## config.mk

```make
export PLATFORM = sky130hd
export DESIGN_NAME = tmr24_top
export DESIGN_NICKNAME = d
export VERILOG_FILES = /design/src/rtl/tmr24_pkg.sv /design/src/rtl/tmr24_regs.sv /design/src/rtl/tmr24_prescale.sv /design/src/rtl/tmr24_core.sv /design/src/rtl/tmr24_top.sv
export SDC_FILE = /design/constraint.sdc
export NUM_CORES = 1
export LEC_CHECK = 0
export ABC_AREA = 1
export BUFFER_PORTS_ARGS = -buffer_cell sky130_fd_sc_hd__buf_2
export CORE_ASPECT_RATIO = 0.5
export CORE_MARGIN = 8
export CORE_UTILIZATION = 35
export CTS_BUF_LIST = sky130_fd_sc_hd__clkbuf_4 sky130_fd_sc_hd__clkbuf_8
export DETAILED_ROUTE_END_ITERATION = 8
export HOLD_SLACK_MARGIN = 0.06
export PLACE_DENSITY = 0.48
export SETUP_SLACK_MARGIN = 0.05
export SLEW_MARGIN = 20
export SYNTH_ARGS = -nofsm -noshare
export SYNTH_HDL_FRONTEND = slang
export SYNTH_SLANG_ARGS = --single-unit
```

## constraint.sdc

```tcl
create_clock -name clk -period 3.1 [get_ports clk]
set_input_delay 0 -clock clk [delete_from_list [all_inputs] [get_ports clk]]
set_output_delay 0 -clock clk [all_outputs]
set_load 0.02 [all_outputs]
```

## src/rtl/tmr24_pkg.sv

```systemverilog
package tmr24_pkg;
  localparam int ADDR_W = 8;
  localparam int ST_W   = 4;

  typedef enum logic [1:0] {
    MODE_INTERVAL = 2'd0,
    MODE_PULSE    = 2'd1,
    MODE_WDOG     = 2'd2,
    MODE_OFF      = 2'd3
  } tmr_mode_e;

  // word indices (byte offset / 4)
  localparam logic [ADDR_W-3:0] W_CTRL  = 6'h00;
  localparam logic [ADDR_W-3:0] W_STAT  = 6'h01;
  localparam logic [ADDR_W-3:0] W_CMPA  = 6'h02;
  localparam logic [ADDR_W-3:0] W_CMPB  = 6'h03;
  localparam logic [ADDR_W-3:0] W_IMODE = 6'h04;
  localparam logic [ADDR_W-3:0] W_DIV   = 6'h08;
  localparam logic [ADDR_W-3:0] W_PMODE = 6'h0C;
  localparam logic [ADDR_W-3:0] W_WMODE = 6'h10;
  localparam logic [ADDR_W-3:0] W_COUNT = 6'h3C;

  // control bits written through lane 0 keep everything but bit 4
  localparam logic [7:0] CTRL_KEEP = 8'hEF;
endpackage

```

## src/rtl/tmr24_regs.sv

```systemverilog
module tmr24_regs import tmr24_pkg::*; #(
  parameter int CNT_W  = 24,
  parameter int DATA_W = 32,
  parameter int DIV_W  = 3
) (
  input  logic              clk,
  input  logic              rst,
  input  logic [ADDR_W-1:0] addr,
  input  logic [DATA_W/8-1:0] be,
  input  logic [DATA_W-1:0] wdata,
  input  logic              wr,
  input  logic              rd,
  output logic [DATA_W-1:0] rdata,
  input  logic [CNT_W-1:0]  cnt,
  input  logic [ST_W-1:0]   status,
  output tmr_mode_e         mode,
  output logic              run_en,
  output logic              div_en,
  output logic              ext_sel,
  output logic [DIV_W-1:0]  div,
  output logic [CNT_W-1:0]  cmpa,
  output logic [CNT_W-1:0]  cmpb,
  output logic              iie,
  output logic              zce,
  output logic              pa_ie,
  output logic              pb_ie,
  output logic              ffi,
  output logic              wie,
  output logic              wdis,
  output logic              cnt_clr,
  output logic              st_clr
);
  localparam int LANES     = DATA_W / 8;
  localparam int CMP_LANES = CNT_W / 8;

  logic [ADDR_W-3:0] widx;
  logic [7:0]        ctrl_q;
  logic [CNT_W-1:0]  cmpa_q, cmpb_q, cmpa_n, cmpb_n;
  logic [DIV_W-1:0]  div_q;
  logic              iie_q, zce_q, pa_q, pb_q, ffi_q, wie_q, wdis_q;
  logic [DATA_W-1:0] rmux;
  logic              lo_wr, hi_wr;

  assign widx  = addr[ADDR_W-1:2];
  assign lo_wr = wr & be[0];
  assign hi_wr = wr & be[1];

  // compare registers: only the lanes that exist in the counter width
  for (genvar b = 0; b < CMP_LANES; b++) begin : g_cmp_lane
    assign cmpa_n[b*8 +: 8] = (wr && be[b] && widx == W_CMPA) ? wdata[b*8 +: 8] : cmpa_q[b*8 +: 8];
    assign cmpb_n[b*8 +: 8] = (wr && be[b] && widx == W_CMPB) ? wdata[b*8 +: 8] : cmpb_q[b*8 +: 8];
  end

  always_ff @(posedge clk) begin
    if (rst) begin
      ctrl_q <= '0;
      div_q  <= '0;
      cmpa_q <= '1;
      cmpb_q <= '1;
      iie_q  <= 1'b0;
      zce_q  <= 1'b0;
      pa_q   <= 1'b0;
      pb_q   <= 1'b0;
      ffi_q  <= 1'b0;
      wie_q  <= 1'b0;
      wdis_q <= 1'b0;
    end else begin
      cmpa_q <= cmpa_n;
      cmpb_q <= cmpb_n;
      if (lo_wr) begin
        if (widx == W_CTRL)  ctrl_q <= wdata[7:0] & CTRL_KEEP;
        if (widx == W_DIV)   div_q  <= wdata[DIV_W-1:0];
        if (widx == W_IMODE) zce_q  <= wdata[0];
        if (widx == W_PMODE) ffi_q  <= wdata[0];
        if (widx == W_WMODE) wdis_q <= wdata[7];
      end
      if (hi_wr) begin
        if (widx == W_IMODE) iie_q <= wdata[15];
        if (widx == W_PMODE) begin
          pb_q <= wdata[15];
          pa_q <= wdata[14];
        end
        if (widx == W_WMODE) wie_q <= wdata[15];
      end
    end
  end

  always_comb begin
    rmux = '0;
    case (widx)
      W_CTRL:  rmux[7:0] = ctrl_q;
      W_STAT:  rmux[ST_W-1:0] = status;
      W_CMPA:  rmux[CNT_W-1:0] = cmpa_q;
      W_CMPB:  rmux[CNT_W-1:0] = cmpb_q;
      W_IMODE: begin rmux[15] = iie_q; rmux[0] = zce_q; end
      W_DIV:   rmux[DIV_W-1:0] = div_q;
      W_PMODE: begin rmux[15] = pb_q; rmux[14] = pa_q; rmux[0] = ffi_q; end
      W_WMODE: begin rmux[15] = wie_q; rmux[7] = wdis_q; end
      W_COUNT: rmux[CNT_W-1:0] = cnt;
      default: ;
    endcase
  end

  always_ff @(posedge clk) begin
    if (rst)     rdata <= '0;
    else if (rd) rdata <= rmux;
  end

  assign mode    = tmr_mode_e'(ctrl_q[1:0]);
  assign run_en  = ctrl_q[7];
  assign div_en  = ctrl_q[6];
  assign ext_sel = ctrl_q[2];
  assign div     = div_q;
  assign cmpa    = cmpa_q;
  assign cmpb    = cmpb_q;
  assign iie     = iie_q;
  assign zce     = zce_q;
  assign pa_ie   = pa_q;
  assign pb_ie   = pb_q;
  assign ffi     = ffi_q;
  assign wie     = wie_q;
  assign wdis    = wdis_q;
  assign cnt_clr = lo_wr && widx == W_CTRL && !wdata[7] && wdata[5];
  assign st_clr  = lo_wr && widx == W_STAT;

  logic unused_bits;
  assign unused_bits = ^{addr[1:0], be[LANES-1:CMP_LANES], wdata[DATA_W-1:CNT_W]};

  // read data only moves on a read strobe
  p_rdata_hold_r1: assert property (@(posedge clk) disable iff (rst)
    !rd |=> $stable(rdata));
endmodule

```

## src/rtl/tmr24_prescale.sv

```systemverilog
module tmr24_prescale #(
  parameter int DIV_W = 3
) (
  input  logic             clk,
  input  logic             rst,
  input  logic             run,
  input  logic             div_en,
  input  logic             ext_sel,
  input  logic             ext_tick,
  input  logic [DIV_W-1:0] div,
  output logic             tick
);
  localparam int PRE_W = 1 << DIV_W;

  logic [PRE_W-1:0] pre_q;
  logic [PRE_W-1:0] mask;

  // mask has div+1 low ones: period 2^(1+div)
  for (genvar i = 0; i < PRE_W; i++) begin : g_mask
    assign mask[i] = (i <= int'(div));
  end

  always_ff @(posedge clk) begin
    if (rst || !run) pre_q <= '0;
    else             pre_q <= pre_q + {{(PRE_W-1){1'b0}}, 1'b1};
  end

  always_comb begin
    if (!run)        tick = 1'b0;
    else if (ext_sel) tick = ext_tick;
    else if (div_en)  tick = ((pre_q & mask) == mask);
    else              tick = 1'b1;
  end

  // with the divider on, steps are never back to back
  p_div_gap_r4: assert property (@(posedge clk) disable iff (rst)
    (tick && div_en && !ext_sel) |=> (!tick || !div_en || ext_sel));
endmodule

```

## src/rtl/tmr24_core.sv

```systemverilog
module tmr24_core import tmr24_pkg::*; #(
  parameter int CNT_W = 24
) (
  input  logic             clk,
  input  logic             rst,
  input  logic             tick,
  input  tmr_mode_e        mode,
  input  logic             run_en,
  input  logic [CNT_W-1:0] cmpa,
  input  logic [CNT_W-1:0] cmpb,
  input  logic             iie,
  input  logic             zce,
  input  logic             pa_ie,
  input  logic             pb_ie,
  input  logic             wie,
  input  logic             wdis,
  input  logic             ffi,
  input  logic             cnt_clr,
  input  logic             st_clr,
  output logic             run,
  output logic [CNT_W-1:0] cnt,
  output logic [ST_W-1:0]  status,
  output logic             irq,
  output logic             ff
);
  logic [CNT_W-1:0] cnt_q, nxt, cnt_d;
  logic [ST_W-1:0]  st_q, st_set;
  logic             irq_q, ff_q, ev_irq, flip;

  assign nxt = cnt_q + {{(CNT_W-1){1'b0}}, 1'b1};

  always_comb begin
    case (mode)
      MODE_INTERVAL: run = run_en && (cnt_q != cmpa);
      MODE_PULSE:    run = run_en;
      MODE_WDOG:     run = run_en || !wdis;
      default:       run = 1'b0;
    endcase
  end

  always_comb begin
    cnt_d  = nxt;
    st_set = '0;
    ev_irq = 1'b0;
    flip   = 1'b0;
    case (mode)
      MODE_INTERVAL: if (nxt == cmpa) begin
        st_set[0] = 1'b1;
        ev_irq    = iie;
        cnt_d     = zce ? '0 : nxt;
      end
      MODE_PULSE: if (nxt == cmpa) begin
        flip      = 1'b1;
        st_set[1] = 1'b1;
        ev_irq    = pa_ie;
      end else if (nxt == cmpb) begin
        flip      = 1'b1;
        st_set[2] = 1'b1;
        ev_irq    = pb_ie;
        cnt_d     = '0;
      end
      MODE_WDOG: if (nxt == cmpa) begin
        st_set[3] = 1'b1;
        ev_irq    = wie;
        cnt_d     = '0;
      end
      default: cnt_d = cnt_q;
    endcase
  end

  always_ff @(posedge clk) begin
    if (rst) begin
      cnt_q <= '0;
      st_q  <= '0;
      irq_q <= 1'b0;
      ff_q  <= ffi;
    end else begin
      if (cnt_clr)   cnt_q <= '0;
      else if (tick) cnt_q <= cnt_d;
      st_q <= (st_clr ? '0 : st_q) | (tick ? st_set : '0);
      if (tick && ev_irq) irq_q <= 1'b1;
      else if (st_clr)    irq_q <= 1'b0;
      if (tick && flip)   ff_q <= ~ff_q;
    end
  end

  assign cnt    = cnt_q;
  assign status = st_q;
  assign irq    = irq_q;
  assign ff     = ff_q;

  // interval mode parks at compare A
  p_hold_r5: assert property (@(posedge clk) disable iff (rst)
    (mode == MODE_INTERVAL && cnt_q == cmpa && !cnt_clr) |=> $stable(cnt_q));
  // disabled mode never counts
  p_off_r10: assert property (@(posedge clk) disable iff (rst)
    (mode == MODE_OFF && !cnt_clr) |=> $stable(cnt_q));
  // watchdog stops only with enable low and disable set
  p_wd_stop_r8: assert property (@(posedge clk) disable iff (rst)
    (mode == MODE_WDOG && !run_en && wdis && !cnt_clr) |=> $stable(cnt_q));
  // a clearing control write zeroes the counter
  p_clr_r3: assert property (@(posedge clk) disable iff (rst)
    cnt_clr |=> (cnt_q == '0));
  // a status write drops irq unless a new trip lands with it
  p_irq_drop_r11: assert property (@(posedge clk) disable iff (rst)
    (st_clr && !(tick && ev_irq)) |=> !irq_q);
endmodule

```

## src/rtl/tmr24_top.sv

```systemverilog
module tmr24_top import tmr24_pkg::*; #(
  parameter int CNT_W  = 24,
  parameter int DATA_W = 32,
  parameter int DIV_W  = 3
) (
  input  logic                clk,
  input  logic                rst,
  input  logic [ADDR_W-1:0]   bus_addr,
  input  logic [DATA_W/8-1:0] bus_be,
  input  logic [DATA_W-1:0]   bus_wdata,
  input  logic                bus_wr,
  input  logic                bus_rd,
  output logic [DATA_W-1:0]   bus_rdata,
  input  logic                ext_tick,
  output logic                irq,
  output logic                ff_out
);
  tmr_mode_e        mode;
  logic             run_en, div_en, ext_sel, run, tick;
  logic [DIV_W-1:0] div;
  logic [CNT_W-1:0] cmpa, cmpb, cnt;
  logic             iie, zce, pa_ie, pb_ie, ffi, wie, wdis, cnt_clr, st_clr;
  logic [ST_W-1:0]  status;

  tmr24_regs #(.CNT_W(CNT_W), .DATA_W(DATA_W), .DIV_W(DIV_W)) u_regs (
    .clk(clk), .rst(rst), .addr(bus_addr), .be(bus_be), .wdata(bus_wdata),
    .wr(bus_wr), .rd(bus_rd), .rdata(bus_rdata), .cnt(cnt), .status(status),
    .mode(mode), .run_en(run_en), .div_en(div_en), .ext_sel(ext_sel), .div(div),
    .cmpa(cmpa), .cmpb(cmpb), .iie(iie), .zce(zce), .pa_ie(pa_ie), .pb_ie(pb_ie),
    .ffi(ffi), .wie(wie), .wdis(wdis), .cnt_clr(cnt_clr), .st_clr(st_clr)
  );

  tmr24_prescale #(.DIV_W(DIV_W)) u_pre (
    .clk(clk), .rst(rst), .run(run), .div_en(div_en), .ext_sel(ext_sel),
    .ext_tick(ext_tick), .div(div), .tick(tick)
  );

  tmr24_core #(.CNT_W(CNT_W)) u_core (
    .clk(clk), .rst(rst), .tick(tick), .mode(mode), .run_en(run_en),
    .cmpa(cmpa), .cmpb(cmpb), .iie(iie), .zce(zce), .pa_ie(pa_ie), .pb_ie(pb_ie),
    .wie(wie), .wdis(wdis), .ffi(ffi), .cnt_clr(cnt_clr), .st_clr(st_clr),
    .run(run), .cnt(cnt), .status(status), .irq(irq), .ff(ff_out)
  );
endmodule

```

==> results by group, run 1 <==
STA
  • Slew HR: 37.4%
  • Final Hold Viols: 0
  • Worst Slack Setup Final: 0.186 ns
  • Worst Skew: 0.0179 ns
  • Worst Tran Pin Value: 0.936 ns
  • Setup TNS: 0 ns
  • Crit share post-route: 94.0%
  • Final setup viols: 0
  • RSZ-0062 raised after global routing: false
  • Hold WS: 0.104 ns
  • Crit path time final: 2.91 ns
  • FMAX: 343 MHz
  • Slew Limit Fails: 0

Layout
  • Share of layout cells above drive strength 1: between 10 and 15%
  • Area Overhead vs Synth: 20.7%
  • Cell area after layout: 9860 um^2
  • Finished Layout Cells: approximately 1700
  • Post-layout util: between 40 and 50%
  • Nets@finish: 1472
  • # diodes: 0

Placed design
  • Placed cell count: 1662
  • Post-DP HPWL: approximately 25000 um
  • PortBufs: 63
  • Placed cell areas: between 8000 and 9000 um^2
  • Final Wtd Congestion: 0.922
  • Placement Setup Slack: roughly 0.16 ns

Floorplan
  • Die Span Y: 124 um
  • Core area: between 20000 and 25000 um^2
  • Die ar.: 28800 um^2
  • Rows: 39
  • IO Pins: 83
  • Initial Util: approximately 36%
  • Die width: around 230 um

Worst setup path
  • Critical Path Max Stage Delay: 0.46 ns
  • Critical Path Fanout Max: 7
  • WP buf/inv: 2
  • Nature of the critical path endpoint: flip-flop
  • Top delay family on crit path: simple AND/OR/NAND/NOR gates
  • FF-to-FF setup slack: 0.19 ns
  • Cell breakdown of the critical path: nand2_1, nor2_1, nand2_1, nor2_4, nand2_1, nand2_1, nand3_1, nor2_1, nand3_1, nor2_4, nand2_4, buf_4, nand3_1, inv_1, nand2_2, a21oi_2
  • Crit path top cell by count: nand2_1
  • WP data required: 3.47 ns
  • Setup CP Type: flip-flop to flip-flop
  • Worst EP arrival: 3.29 ns
  • CP max-delay cell: dfxtp_1
  • CP Launch Type: flip-flop

Synthesis
  • Post-Syn Instances: 1292
  • Mux share of post-synthesis cell area: 0%
  • Synth Area in Compound Gates: 15.6%
  • Simple logic cell fraction of the synthesized area: 37.9%
  • FFs w/ async S/R, synth: 0%
  • Flops & latches, synth: 127
  • Number of synthesized flops with an enable pin: 1
  • Largest family of logic cells by synthesized area: simple AND/OR/NAND/NOR gates
  • Ys flop type: dfxtp_1
  • Synthesized-area fraction occupied by adder cells: 0.918%
  • Xor and xnor area share after synthesis: 3.66%
  • Sequential area share after synthesis: 31.2%
  • Ys Warns: 0
  • Syn avg cell area: 6.33 um^2
  • Synthesized cell area: 8180 um^2
  • Yosys cell types: 48

Global routing
  • Met3 Track Usage GR: under 10%
  • Met1 Usage GRT: 30.4%
  • Vias in the first global route: approximately 8500
  • GRT Resource Usage Total: about 22%
  • Initial antenna violation count: 0
  • Met2 usage: a little over a third
  • GRT overflow: 0
  • Gr busiest metal: met2
  • First-pass GRT wire length: 48900 um
  • Largest net degree at the start of global routing: 48

Clock network
  • CTS tree: built
  • H-Tree Depth: 4
  • Total CTS buffers: 17
  • Clock buffer depth: 2
  • CTS sink count: 127
  • Clock Latency Late Sink: 0.50 ns
  • Root Driver: clkbuf_8
  • Clock transition at path regs: 0.09 ns

Route
  • WL final: 31800 um
  • DRT iter0 DRCs: a little over 600
  • Vias/cell: 5.11
  • Antenna Violating Nets Remaining: 0
  • # DRC: 0
  • Via count: 8876
  • First-pass DRT Iterations: 5
  • Routed len/inst: 18.3 um

Power
  • Static Leak: 4.44 nW
  • Peak supply drop: 0.222 mV
  • Int Power: 2.54 mW
  • Clock power frac: 45.4%
  • Sw Share: 25.9%
  • Net Sw Power: 889 uW
  • Tot Pwr: 3.43 mW
  • Gate power share: 6.4%
  • Seq pwr share: between 40% and 50%
  • PwrDens: around 350 nW/um^2

Worst hold path
  • Hold Crit Class: input port to flip-flop

Job
  • Number of max-cap violations: 0

Outcome
  • Status: completed
[registers in the layout, summed over array words and instances (netlist names), 3 cells and up]
signal	count
u_regs.div	3
u_core.status	4
u_regs.cmpb	24
u_pre.pre_q	8
u_regs.rdata	24
u_regs.ctrl_q	7
u_regs.cmpa	24
u_core.cnt	24
[logic make-up after synthesis]
logic type      count (synthesis)
compound gates                207
buf+inv                       212
xor+xnor                       31
simple gates                  708
other cells                     1
flops                         127
fa+ha+maj                       6
[synthesized netlist by cell type, types with 20 or more instances]
library cell,number,area (um^2)
nor2_1,126,473
clkbuf_1,30,113
dfxtp_1,126,2520
o21ai_0,60,300
inv_1,150,563
nand2_2,21,131
xor2_1,21,184
o211ai_1,36,270
nand3_1,101,505
a21oi_1,58,290
nand4_1,20,125
nand2_1,400,1500
[placed cells by master (no fill, tap or decap), types with 4 or more instances in the layout]
master and instances:
o221ai_1 7, nor2_4 10, nand2_2 21, dfxtp_1 124, conb_1 8, dlygate4sd3_1 39, o22ai_1 10, o211ai_1 36
xor2_1 21, buf_4 49, a21oi_1 58, nor2_1 125, nand3b_1 7, inv_2 6, a221oi_1 6, buf_2 63
nor2_2 5, ha_1 5, a21oi_2 10, o21ai_0 60, nand4_1 20, inv_1 149, xnor2_1 8, a22oi_1 8
nand3_1 101, nor3_1 4, nand2_1 400, clkbuf_8 21
[final timing paths]
kind	start	end	depth (start not counted)
max	u_core.cnt[6]$_SDFFE_PP0P_	u_core.cnt[21]$_SDFFE_PP0P_	16
max reg2reg	u_core.cnt[6]$_SDFFE_PP0P_	u_core.cnt[21]$_SDFFE_PP0P_	16
min reg2reg	u_pre.pre_q[0]$_SDFF_PP0_	u_pre.pre_q[0]$_SDFF_PP0_	1
min	bus_addr[4]	u_regs.wie$_SDFFE_PP0P_	6
[final cells by class]
class                           instances  area (um^2)
Fill cell                            2477        13000
Multi-Input combinational cell        960         4810
Sequential cell                       127         2550
Timing Repair Buffer                  153         1110
Inverter                              158          593
Tap cell                              307          384
Clock buffer                           23          304
Clock inverter                          9          106
[repair_timing]
item	in CTS	in global routing
buffers inserted	0	4
gates resized for setup	0	9
hold buffers	39	0
endpoints found under the setup margin	0	26
endpoints found under the hold margin	92	0
[per-layer routing]
metal	wire length, um	share of wire, %	vias up
met4	619	1.9	0
met3	1950	6.1	40
met1	15100	48	4169
li1	-	-	4426
met2	14100	44	241
met5	0	0	-
[power groups by stage]
stage / clock (mW) / combinational, mW / sequential, mW
after global placement: 0 / 0.183 / 1.69
after floorplan: 0 / 0.0956 / 1.70
after detailed placement: 0 / 0.183 / 1.69
after global routing: 1.68 / 0.237 / 1.65
after CTS: 1.59 / 0.218 / 1.65
final: 1.56 / 0.218 / 1.65
[worst min-delay path, stage by stage]
cell and delay [ns]:
buf_2 0.11, nor2_1 0.06, nand2_1 0.10, nor3_1 0.13
nand3_1 0.09, a21oi_1 0.07
Note: power is estimated with default switching activity, not from simulation.
==> run 2, diff against run 1 <==
--- a/config.mk
+++ b/config.mk
@@ -14,6 +14,7 @@
 export DETAILED_ROUTE_END_ITERATION = 8
 export HOLD_SLACK_MARGIN = 0.06
 export PLACE_DENSITY = 0.48
+export REMOVE_ABC_BUFFERS = 1
 export SETUP_SLACK_MARGIN = 0.05
 export SLEW_MARGIN = 20
 export SYNTH_ARGS = -nofsm -noshare
==> run 2 against run 1 <==
Net effect: combinational power is 4% higher; cell area is 1.3% higher; sequential share of layout area is 0.36 points lower; non-clock buffer count is 15 higher; sequential power hardly changed; clock skew is 0.0020 ns lower; setup slack better by 0.092 ns; critical endpoint unchanged.
==> results by group, run 2 (synthesized netlist as in run 1, its figures left out) <==
Global routing
  • Vias in the first global route: 8352 (-2.1%)
  • Largest net degree at the start of global routing: 31 (-35%)
  • Initial antenna violation count: 0 (unchanged)
  • Gr busiest metal: met2
  • GRT overflow: 0 (unchanged)
  • First-pass GRT wire length: 48400 um (-0.99%)
  • Met1 Usage GRT: 31.9% (+1.6 points)
  • GRT Resource Usage Total: 22.3% (-0.10 points)
  • Met3 Track Usage GR: 4.64% (-0.25 points)
  • Met2 usage: 33.3% (-1.8 points)

Clock network
  • Clock transition at path regs: 0.09 ns (about the same)
  • H-Tree Depth: 4 (unchanged)
  • Clock Latency Late Sink: 0.49 ns (about the same)
  • CTS tree: built
  • Clock buffer depth: 2 (unchanged)
  • Total CTS buffers: 17 (unchanged)
  • CTS sink count: 127 (unchanged)
  • Root Driver: clkbuf_8
  • Post-CTS Setup Inserts: 0 (unchanged)
  • Post_cts resized: 0 (unchanged)
  • Hold Buf Count CTS: 38 (-2.6%)

Job
  • Number of max-cap violations: 0 (unchanged)

Layout
  • Register area: 2550 um^2 (about the same)
  • Post-layout util: 43.7% (+0.56 points)
  • Most frequent cells in the layout: nand2_1, inv_1, nor2_1, dfxtp_1, nand3_1
  • Area Overhead vs Synth: 22.2%
  • Cell area after layout: 9990 um^2 (+1.3%)
  • # diodes: 0 (unchanged)
  • Nets@finish: 1487 (+1.0%)
  • Fillcell total: 2469 (-0.32%)
  • Footprint of the multi-input gates: 4780 um^2 (-0.68%)
  • Share of layout cells above drive strength 1: 15.5% (+0.62 points)
  • Commonest non-fill, non-tap cell in the layout: nand2_1

Power
  • PwrDens: 363 nW/um^2 (+4.5%)
  • Int Power: 2.74 mW (+7.9%)
  • Static Leak: 4.53 nW (+2.2%)
  • Gate power share: 6.2% (-0.2 points)
  • Sw Share: 24.6% (-1.4 points)
  • Peak supply drop: 0.428 mV (+92%)
  • Net Sw Power: 892 uW (+0.32%)
  • Clock power frac: 48.2% (+2.8 points)
  • Seq pwr share: 45.5% (-2.7 points)

Floorplan
  • Rows: 39 (unchanged)
  • IO Pins: 83 (unchanged)
  • Core area: 22900 um^2 (unchanged)
  • Initial Util: 35.7% (unchanged)
  • Die Span Y: 124 um (unchanged)
  • Die ar.: 28800 um^2 (unchanged)
  • Die width: 232 um (unchanged)

STA
  • Final Hold Viols: 0 (unchanged)
  • Setup TNS: 0 ns (unchanged)
  • Crit share post-route: 91.0% (-3.0 points)
  • Final setup viols: 0 (unchanged)
  • Slew HR: 30.4% (-7.0 points)
  • Worst Slack Setup Final: 0.278 ns (+0.0922 ns)
  • Crit path time final: 2.82 ns (-0.0922 ns)
  • Worst Skew: 0.0159 ns (-0.00195 ns)
  • Worst Tran Pin Value: 1.04 ns (+0.108 ns)
  • RSZ-0062 raised after global routing: false
  • FMAX: 354 MHz (+3.3%)
  • Slew Limit Fails: 0 (unchanged)

Placed design
  • Placement Setup Slack: 0.336 ns (+0.179 ns)
  • Final Wtd Congestion: 0.966 (+4.7%)
  • Placed cell areas: 9150 um^2 (+1.7%)
  • PortBufs: 63 (unchanged)
  • Post-DP HPWL: 24400 um (-0.80%)

Route
  • Antenna Violating Nets Remaining: 0 (unchanged)
  • Via count: 8932 (+0.63%)
  • Vias/cell: 5.10 (-0.17%)
  • Routed len/inst: 18.2 um (-0.27%)
  • # DRC: 0 (unchanged)
  • WL final: 31900 um (+0.54%)
  • DRT iter0 DRCs: 702 (+15%)
  • First-pass DRT Iterations: 6 (+1)

Outcome
  • Status: completed

Worst setup path
  • FF-to-FF setup slack: 0.28 ns (+0.09 ns)
  • Worst EP arrival: 3.19 ns (-0.10 ns)
  • Nature of the critical path endpoint: flip-flop
  • Depth of the worst register-to-register path: 18 (+2)
  • WP data required: 3.47 ns (about the same)
  • Reg2reg end: u_core.cnt[21]$_SDFFE_PP0P_
  • Setup CP Type: flip-flop to flip-flop
  • Reg2reg start: u_core.cnt[5]$_SDFFE_PP0P_
  • CP Launch Type: flip-flop
  • Critical Path Fanout Max: 16 (+9)

Worst hold path
  • Worst hold start: bus_addr[4]
  • WHS Endpoint: u_regs.ffi$_SDFFE_PP0P_
  • Hold path cells: 7 (+1)
  • Hold Crit Class: input port to flip-flop
-- run 2: layout make-up --
type,instances,area share [%]
multi-input combinational,960,47.8
sequential,127,25.5
timing repair buffer,168,12.2
inverter,158,5.94
tap,307,3.84
clock buffer,21,2.77
clock inverter,10,1.87
-- run 2: how the worst max path moves through the flow --
stage                                           start  depth (start not counted)  slack (ns)                     endpoint
final                      u_core.cnt[5]$_SDFFE_PP0P_                         18        0.28  u_core.cnt[21]$_SDFFE_PP0P_
after CTS                  u_core.cnt[0]$_SDFFE_PP0P_                         18        0.31   u_core.cnt[7]$_SDFFE_PP0P_
after global placement     u_core.cnt[1]$_SDFFE_PP0P_                         15        0.34          u_core.ff$_DFFE_PP_
after detailed placement   u_core.cnt[0]$_SDFFE_PP0P_                         18        0.34   u_core.cnt[6]$_SDFFE_PP0P_
after floorplan           u_core.cnt[20]$_SDFFE_PP0P_                         13        0.64  u_core.cnt[16]$_SDFFE_PP0P_
after global routing       u_core.cnt[5]$_SDFFE_PP0P_                         18        0.11   u_core.cnt[3]$_SDFFE_PP0P_
-- run 2: layer usage --
layer	routed length, um	up-vias
met3	2040	33
met5	0	-
li1	-	4454
met2	13200	257
met4	521	0
met1	16200	4188
-- run 2: metrics by stage --
| step | hold WS [ns] | cells | total power, mW |
|---|---|---|---|
| 6_report | 0.0900 | 1751 | 3.63 |
| 5_1_grt | 0.135 | 1751 | 3.76 |
| 4_1_cts | 0.0644 | 1751 | 3.67 |
| 3_5_place_dp | 0.234 | 1682 | 1.88 |
| 3_3_place_gp | 0.228 | 1682 | 1.88 |
| 2_1_floorplan | 0.0691 | 1245 | 1.77 |
-- run 2: critical path, cell delays in order, from the launching register on --
cell,delay [ns]
dfxtp_1,0.49
nand2_2,0.17
nor2_4,0.26
nand2_2,0.11
nor2_4,0.18
nand2_1,0.13
nand2_1,0.09
nand2_1,0.07
nand2_1,0.06
nand2_1,0.11
nor2_1,0.11
nand2_1,0.09
nor2_2,0.27
nand3_2,0.11
nand2_2,0.09
nand2_4,0.06
buf_12,0.16
nand2_2,0.07
a21oi_2,0.04
-- run 2: power groups by stage --
stage               clock [mW]  sequential, mW  combinational (mW)
floorplan                    0            1.70              0.0731
global placement             0            1.69               0.191
detailed placement           0            1.69               0.192
CTS                       1.79            1.65               0.225
global route              1.86            1.65               0.245
finish                    1.75            1.65               0.226
